File: src/rtl/scl_div_pkg.sv
package scl_div_pkg;

    localparam int PRE_W    = 2;
    localparam int DIV_W    = 6;
    localparam int CFG_W    = PRE_W + DIV_W;
    localparam int STEP_SH  = 3;
    localparam int PER_BASE = 20;
    localparam int DIV_MAX  = (1 << DIV_W) - 2;
    localparam int PER_MAX  = (DIV_MAX << STEP_SH) + PER_BASE;
    localparam int CNT_W    = $clog2(PER_MAX + 1);

    typedef struct packed {
        logic [DIV_W-1:0] div;
        logic [PRE_W-1:0] pre;
    } div_cfg_t;

    function automatic div_cfg_t cfg_decode(input logic [CFG_W-1:0] raw);
        div_cfg_t c;
        c = div_cfg_t'(raw);
        if (c.div > DIV_W'(DIV_MAX))
            c.div = DIV_W'(DIV_MAX);
        return c;
    endfunction

    function automatic logic [CNT_W-1:0] period_len(input logic [DIV_W-1:0] d);
        return CNT_W'({d, {STEP_SH{1'b0}}}) + CNT_W'(PER_BASE);
    endfunction

endpackage

File: src/rtl/scl_cfg_hold.sv
module scl_cfg_hold
    import scl_div_pkg::*;
(
    input  logic             clk,
    input  logic             rst,
    input  logic             run,
    input  logic             boundary,
    input  logic             we,
    input  logic [CFG_W-1:0] wdata,
    output div_cfg_t         active
);
    logic [CFG_W-1:0] pending;
    logic [CFG_W-1:0] pending_nx;

    assign pending_nx = we ? wdata : pending;

    always_ff @(posedge clk) begin
        if (rst) begin
            pending <= '0;
            active  <= '0;
        end else begin
            pending <= pending_nx;
            if (!run || boundary)
                active <= cfg_decode(pending_nx);
        end
    end
endmodule

File: src/rtl/scl_prescale.sv
module scl_prescale
    import scl_div_pkg::*;
(
    input  logic             clk,
    input  logic             rst,
    input  logic             run,
    input  logic [PRE_W-1:0] pre_div,
    output logic             itick
);
    logic [PRE_W-1:0] cnt;

    assign itick = run && (cnt == pre_div);

    always_ff @(posedge clk) begin
        if (rst || !run)
            cnt <= '0;
        else if (itick)
            cnt <= '0;
        else
            cnt <= cnt + 1'b1;
    end
endmodule

File: src/rtl/scl_phase_gen.sv
module scl_phase_gen
    import scl_div_pkg::*;
(
    input  logic             clk,
    input  logic             rst,
    input  logic             run,
    input  logic             itick,
    input  logic [DIV_W-1:0] div,
    output logic             low_ph,
    output logic             high_ph,
    output logic             sample,
    output logic             boundary
);
    logic [CNT_W-1:0] pos;
    logic [CNT_W-1:0] per_len;
    logic [CNT_W-1:0] low_len;
    logic [CNT_W-1:0] samp_pos;
    logic             last;
    logic             in_low;

    assign per_len  = period_len(div);
    assign low_len  = (per_len + CNT_W'(1)) >> 1;
    assign samp_pos = (per_len >> 1) + (per_len >> 2);
    assign last     = (pos == per_len - CNT_W'(1));
    assign in_low   = (pos < low_len);

    assign low_ph   = run && in_low;
    assign high_ph  = run && !in_low;
    assign sample   = itick && (pos == samp_pos);
    assign boundary = itick && last;

    always_ff @(posedge clk) begin
        if (rst || !run)
            pos <= '0;
        else if (itick)
            pos <= last ? '0 : pos + CNT_W'(1);
    end
endmodule

File: src/rtl/scl_clk_div.sv
module scl_clk_div
    import scl_div_pkg::*;
(
    input  logic             clk,
    input  logic             rst,
    input  logic             run,
    input  logic             cfg_we,
    input  logic [CFG_W-1:0] cfg_wdata,
    output logic             scl_low_ph,
    output logic             scl_high_ph,
    output logic             sample_stb,
    output logic             period_stb
);
    div_cfg_t act_cfg;
    logic     itick;
    logic     boundary;

    scl_cfg_hold u_cfg (
        .clk      (clk),
        .rst      (rst),
        .run      (run),
        .boundary (boundary),
        .we       (cfg_we),
        .wdata    (cfg_wdata),
        .active   (act_cfg)
    );

    scl_prescale u_pre (
        .clk     (clk),
        .rst     (rst),
        .run     (run),
        .pre_div (act_cfg.pre),
        .itick   (itick)
    );

    scl_phase_gen u_phase (
        .clk      (clk),
        .rst      (rst),
        .run      (run),
        .itick    (itick),
        .div      (act_cfg.div),
        .low_ph   (scl_low_ph),
        .high_ph  (scl_high_ph),
        .sample   (sample_stb),
        .boundary (boundary)
    );

    assign period_stb = boundary;
endmodule

File: config.mk
export PLATFORM = sky130hd
export DESIGN_NAME = scl_clk_div
export DESIGN_NICKNAME = d
export VERILOG_FILES = /design/src/rtl/scl_div_pkg.sv /design/src/rtl/scl_cfg_hold.sv /design/src/rtl/scl_prescale.sv /design/src/rtl/scl_phase_gen.sv /design/src/rtl/scl_clk_div.sv
export SDC_FILE = /design/constraint.sdc
export NUM_CORES = 1
export LEC_CHECK = 0
export ABC_AREA = 1
export BUFFER_PORTS_ARGS = -buffer_cell sky130_fd_sc_hd__buf_4
export CORE_ASPECT_RATIO = 1.2
export CORE_MARGIN = 5
export CORE_UTILIZATION = 60
export DETAILED_ROUTE_END_ITERATION = 8
export GPL_TIMING_DRIVEN = 0
export PLACE_DENSITY = 0.79
export SLEW_MARGIN = 20
export SYNTH_ARGS = -nofsm -noshare
export SYNTH_HDL_FRONTEND = slang
export SYNTH_SLANG_ARGS = --single-unit
export TNS_END_PERCENT = 50
File: constraint.sdc
create_clock -name clk -period 4.7 [get_ports clk]
set_input_delay 0.94 -clock clk [delete_from_list [all_inputs] [get_ports clk]]
set_output_delay 0.94 -clock clk [all_outputs]
set_load 0.1 [all_outputs]
==> run summary <==
The share of total power dissipated in sequential elements is 43.9%. The sequential area share after synthesis is 25.87%, and the share of power burned in combinational logic is 23.8%. Along the worst path, the maximum fanout reaches 10.

For the number of max-cap violations, the log shows 0. Once placement finished, the instance area stood at 2320 sq um. In this run the remaining antenna-violating nets after routing total 0.

The synthesized instance count is 347. The maximum vdd ir drop was 0.0001876 V; the synthesis-to-finish area growth was 10.33%. Once the floorplan was initialized, standard cells occupied 60.64% of the core. After synthesis, the share of flip-flops with an asynchronous set or reset is 0%.

The aggregate global-route resource usage is 21.30%, and the total setup buffers inserted after CTS is 0. The internal power of the cells totals 0.4131 mW. The path with the worst hold slack has its endpoint at u_cfg.pending[2]. The core area came out at 3573 sq um. The largest single stage delay on the critical path is 0.56 ns.

The final critical-path share of the clock period works out to 86.11%. CTS saw 28 sinks. The clock power share was 32.2%. Setup repair after global routing left no endpoint under its margin. The largest net degree at the start of global routing came out at 17. The flow ran to the end, and the final reports show no timing, DRC or antenna violations. After clock tree synthesis, the flow added hold-fix buffers numbering 0. The slowest stage of the critical path belongs to the cell sky130_fd_sc_hd__dfxtp_1.

In this run the number of cells on the critical path is 13. Class of the most critical setup path: register to output pin. The placement-stage worst setup slack is 0.9664 ns. The hold-critical path depth works out to 2. The die covers 4919 sq um. The placed wire-length estimate came out at 3921 microns. In the post-route analysis, the smallest setup slack over all paths is 0.6531 ns. For the pin with the worst max-slew slack, the measured transition is 0.4712 ns. The tools report the timing-limited maximum frequency as 247.1 MHz. At the later pin of the worst-skew pair, clock insertion delay measures 0.28 ns. Synthesis instantiated 35 different standard cells from the library. The origin of the critical flop-to-flop path was u_cfg.active[3]. The worst setup path is captured at an output pin. The tools report the detailed-route wire length as 4802 microns.

Including well taps, the total number of placed cells is 399. The prevailing post-synth register cell is sky130_fd_sc_hd__dfxtp_1. For the remaining global-route overflow, the log shows 0. The endpoint identified for the worst register-to-register timing path is u_cfg.active[2]. Averaged over all synthesized cells, the footprint is 6.245 sq um. The cell area that synthesis handed to floorplanning was 2167 sq um. CTS placed an instance of sky130_fd_sc_hd__clkbuf_8 at the clock tree root. From bottom edge to top edge, the die measures 75.84 microns. The overall die width came out at 64.86 microns.

Setup total negative slack on the finished layout was measured at 0 ns. TritonCTS built the clock tree. The maximum buffer depth of the clock tree was 2. Net switching is 30.12% of the power. The tools report the minimum setup slack among reg-to-reg paths as 2.09 ns.

The total of cells resized after clock tree synthesis came out at 0. Setup violations remaining at the end of the flow were counted as 0. The number of design rule violations left after detail routing was 0; the DRC marker count from the first detailed-route iteration was 80.

The final route contains 2,146 vias. The setup clock skew after layout is 0.008313 ns, and the sum of buffers and inverters on the critical path is 3. The time the final worst path needs with I/O delays and setup was 4.047 ns; the I/O pin count was 16.

After detailed routing, the average wire length per cell comes to 11.92 microns. Cells fill 66.91% of the core in the end. The via count of the first global-routing pass came out at 1,999. The number of vias per cell works out to 5.325. The first-pass GRT wire length is 8266 microns, and the number of cells traversed by the worst register-to-register path is 11.

Broken down by cell family, the worst path's largest delay share belongs to adder cells. The synthesized design contains 28 register bits. Walking the worst path, the cells encountered are ha_1 > nand3_1 > xor2_1 > inv_1 > ha_1 > inv_1 > o21ai_0 > a21oi_1 > nand2_1 > nand2_1 > nand2_1 > nor3_1 > buf_4. The data arrival time of the critical path was 3.11 ns; the switching component of the power was 0.1780 mW.

The number of levels in the clock H-tree is 1. The kind of start point of the critical path is a register. For the worst setup path, the data required time is 3.76 ns.

After routing the design area is 2391 sq um. For this run, the number of standard cells in the final layout without fillers is 403. Worst hold-check path type: register to register. Counting stages on the worst path, the most repeated cell is sky130_fd_sc_hd__nand2_1.

The logs give 4 for the first-pass iteration count of the detailed router and 68.30% for the worst max-slew margin expressed relative to the limit. The number of nets in the synthesized netlist is 372. The total number of placement rows is 24, and the number of diodes is 0. Buffers inserted during clock tree synthesis total 3. The analysis attributes to cell leakage a power of 1.265 nW. Critical hold path startpoint: u_cfg.pending[2].

Of the cells placed in the final design, the portion with a size suffix greater than 1 is 10.71%. The initial antenna violation count was 0; the power per standard cell area was 247.2 nW/um^2. The clock transition at the registers of the reported paths came out at 0.09 ns.

The run gives 0 as the number of max-slew violations in the final report. The Yosys step of the flow raised 0 warnings. The tools report the final hold violation count as 0.

Counting flops with a built-in enable in the synthesized netlist gives 0. The routability-driven placement congestion ratio is 0.8634, and the number of nets at the end of the flow is 390. The number of input and output port buffers inserted came out at 13.
==> layout make-up <==
type	count	area (sq um)
plain buffers	6	40.04
clock buffers	3	41.29
clock inverters	1	30.03
fillers	350	1182
inverters	53	198.9
multi-input cells	260	1374
flip-flops and latches	28	560.5
well taps	39	48.80
repair buffers	13	97.59
==> metal layers <==
layer | up-vias | part of all wire [%] | GRT usage (%)
li1 | 1145 | - | -
met1 | 950 | 42 | 22.01
met2 | 40 | 53 | 42.95
met3 | 11 | 3.5 | 2.655
met4 | 0 | 2.0 | 9.155
met5 | - | 0 | 0
==> worst min-delay path, stage by stage (launching register included) <==
cell and delay [ns]:
sky130_fd_sc_hd__dfxtp_1 0.31, sky130_fd_sc_hd__nand2_1 0.05, sky130_fd_sc_hd__a21oi_1 0.07
==> cells by family after synthesis <==
group / after synthesis / synth area share, %
flip-flops: 28 / 25.87
buffers and inverters: 59 / 11.03
multiplexers: 1 / 0.4619
XOR/XNOR: 7 / 2.829
adder cells (fa/ha/maj): 13 / 7.506
AO/OA/AOI/OAI: 32 / 8.256
AND/OR/NAND/NOR: 207 / 44.05
==> registers in the layout, indices dropped and copies added, names as in the netlist <==
signal and cells:
u_phase.pos 10, u_cfg.active 8, u_cfg.pending 8, u_pre.cnt 2
==> stage by stage <==
step | total power [mW] | hold WS (ns)
finish | 0.5911 | 0.4738
global placement | 0.4019 | 0.4426
floorplan | 0.3726 | 0.4316
global route | 0.6263 | 0.4982
CTS | 0.5949 | 0.4722
detailed placement | 0.4053 | 0.4592
==> synth_stat cells, types with 2 or more instances <==
library cell               number  area (sq um)
sky130_fd_sc_hd__a21oi_1        9         45.04
sky130_fd_sc_hd__buf_2          2         10.01
sky130_fd_sc_hd__clkbuf_1       2         7.510
sky130_fd_sc_hd__dfxtp_1       28         560.5
sky130_fd_sc_hd__ha_1          13         162.7
sky130_fd_sc_hd__inv_1         52         195.2
sky130_fd_sc_hd__nand2_1      110         412.9
sky130_fd_sc_hd__nand2_4        2         22.52
sky130_fd_sc_hd__nand3_1       36         180.2
sky130_fd_sc_hd__nand3b_1       3         22.52
sky130_fd_sc_hd__nand4_1        6         37.54
sky130_fd_sc_hd__nor2_1        29         108.9
sky130_fd_sc_hd__nor3_1         4         20.02
sky130_fd_sc_hd__nor3_2         2         20.02
sky130_fd_sc_hd__nor3b_2        4         50.05
sky130_fd_sc_hd__nor4_1         3         18.77
sky130_fd_sc_hd__o211ai_1       3         22.52
sky130_fd_sc_hd__o21ai_0       15         75.07
sky130_fd_sc_hd__or2_2          3         18.77
sky130_fd_sc_hd__xor2_1         6         52.55
==> cell usage in the layout, fill, tap and decap left out, drive strengths merged <==
cell type,n
nand2,113
inv,53
nand3,36
nor2,31
dfxtp,28
buf,17
o21ai,16
ha,13
a21oi,9
nand4,7
xor2,6
nor3,6
clkbuf,5
nor3b,4
o211ai,3
nand3b,3
or2,3
nor4,3
o22ai,1
a31o,1
and2,1
o21bai,1
xnor2,1
mux2i,1
o31a,1
bufinv,1
==> power groups by stage <==
stage | Clock [mW] | Combinational (mW) | Sequential (mW)
2_1_floorplan | 0 | 0.111 | 0.262
3_3_place_gp | 0 | 0.137 | 0.265
3_5_place_dp | 0 | 0.140 | 0.265
4_1_cts | 0.194 | 0.141 | 0.260
5_1_grt | 0.202 | 0.163 | 0.261
6_report | 0.191 | 0.141 | 0.260
==> worst max path at each step <==
stage	from	end	slack (ns)
floorplan	u_cfg.active[3]	sample_stb	-0.25
global placement	u_cfg.active[3]	sample_stb	0.95
detailed placement	u_cfg.active[3]	sample_stb	0.97
CTS	u_cfg.active[3]	sample_stb	0.64
global route	u_cfg.active[3]	sample_stb	0.33
finish	u_cfg.active[3]	sample_stb	0.65
(Power assumes the default switching activity.)
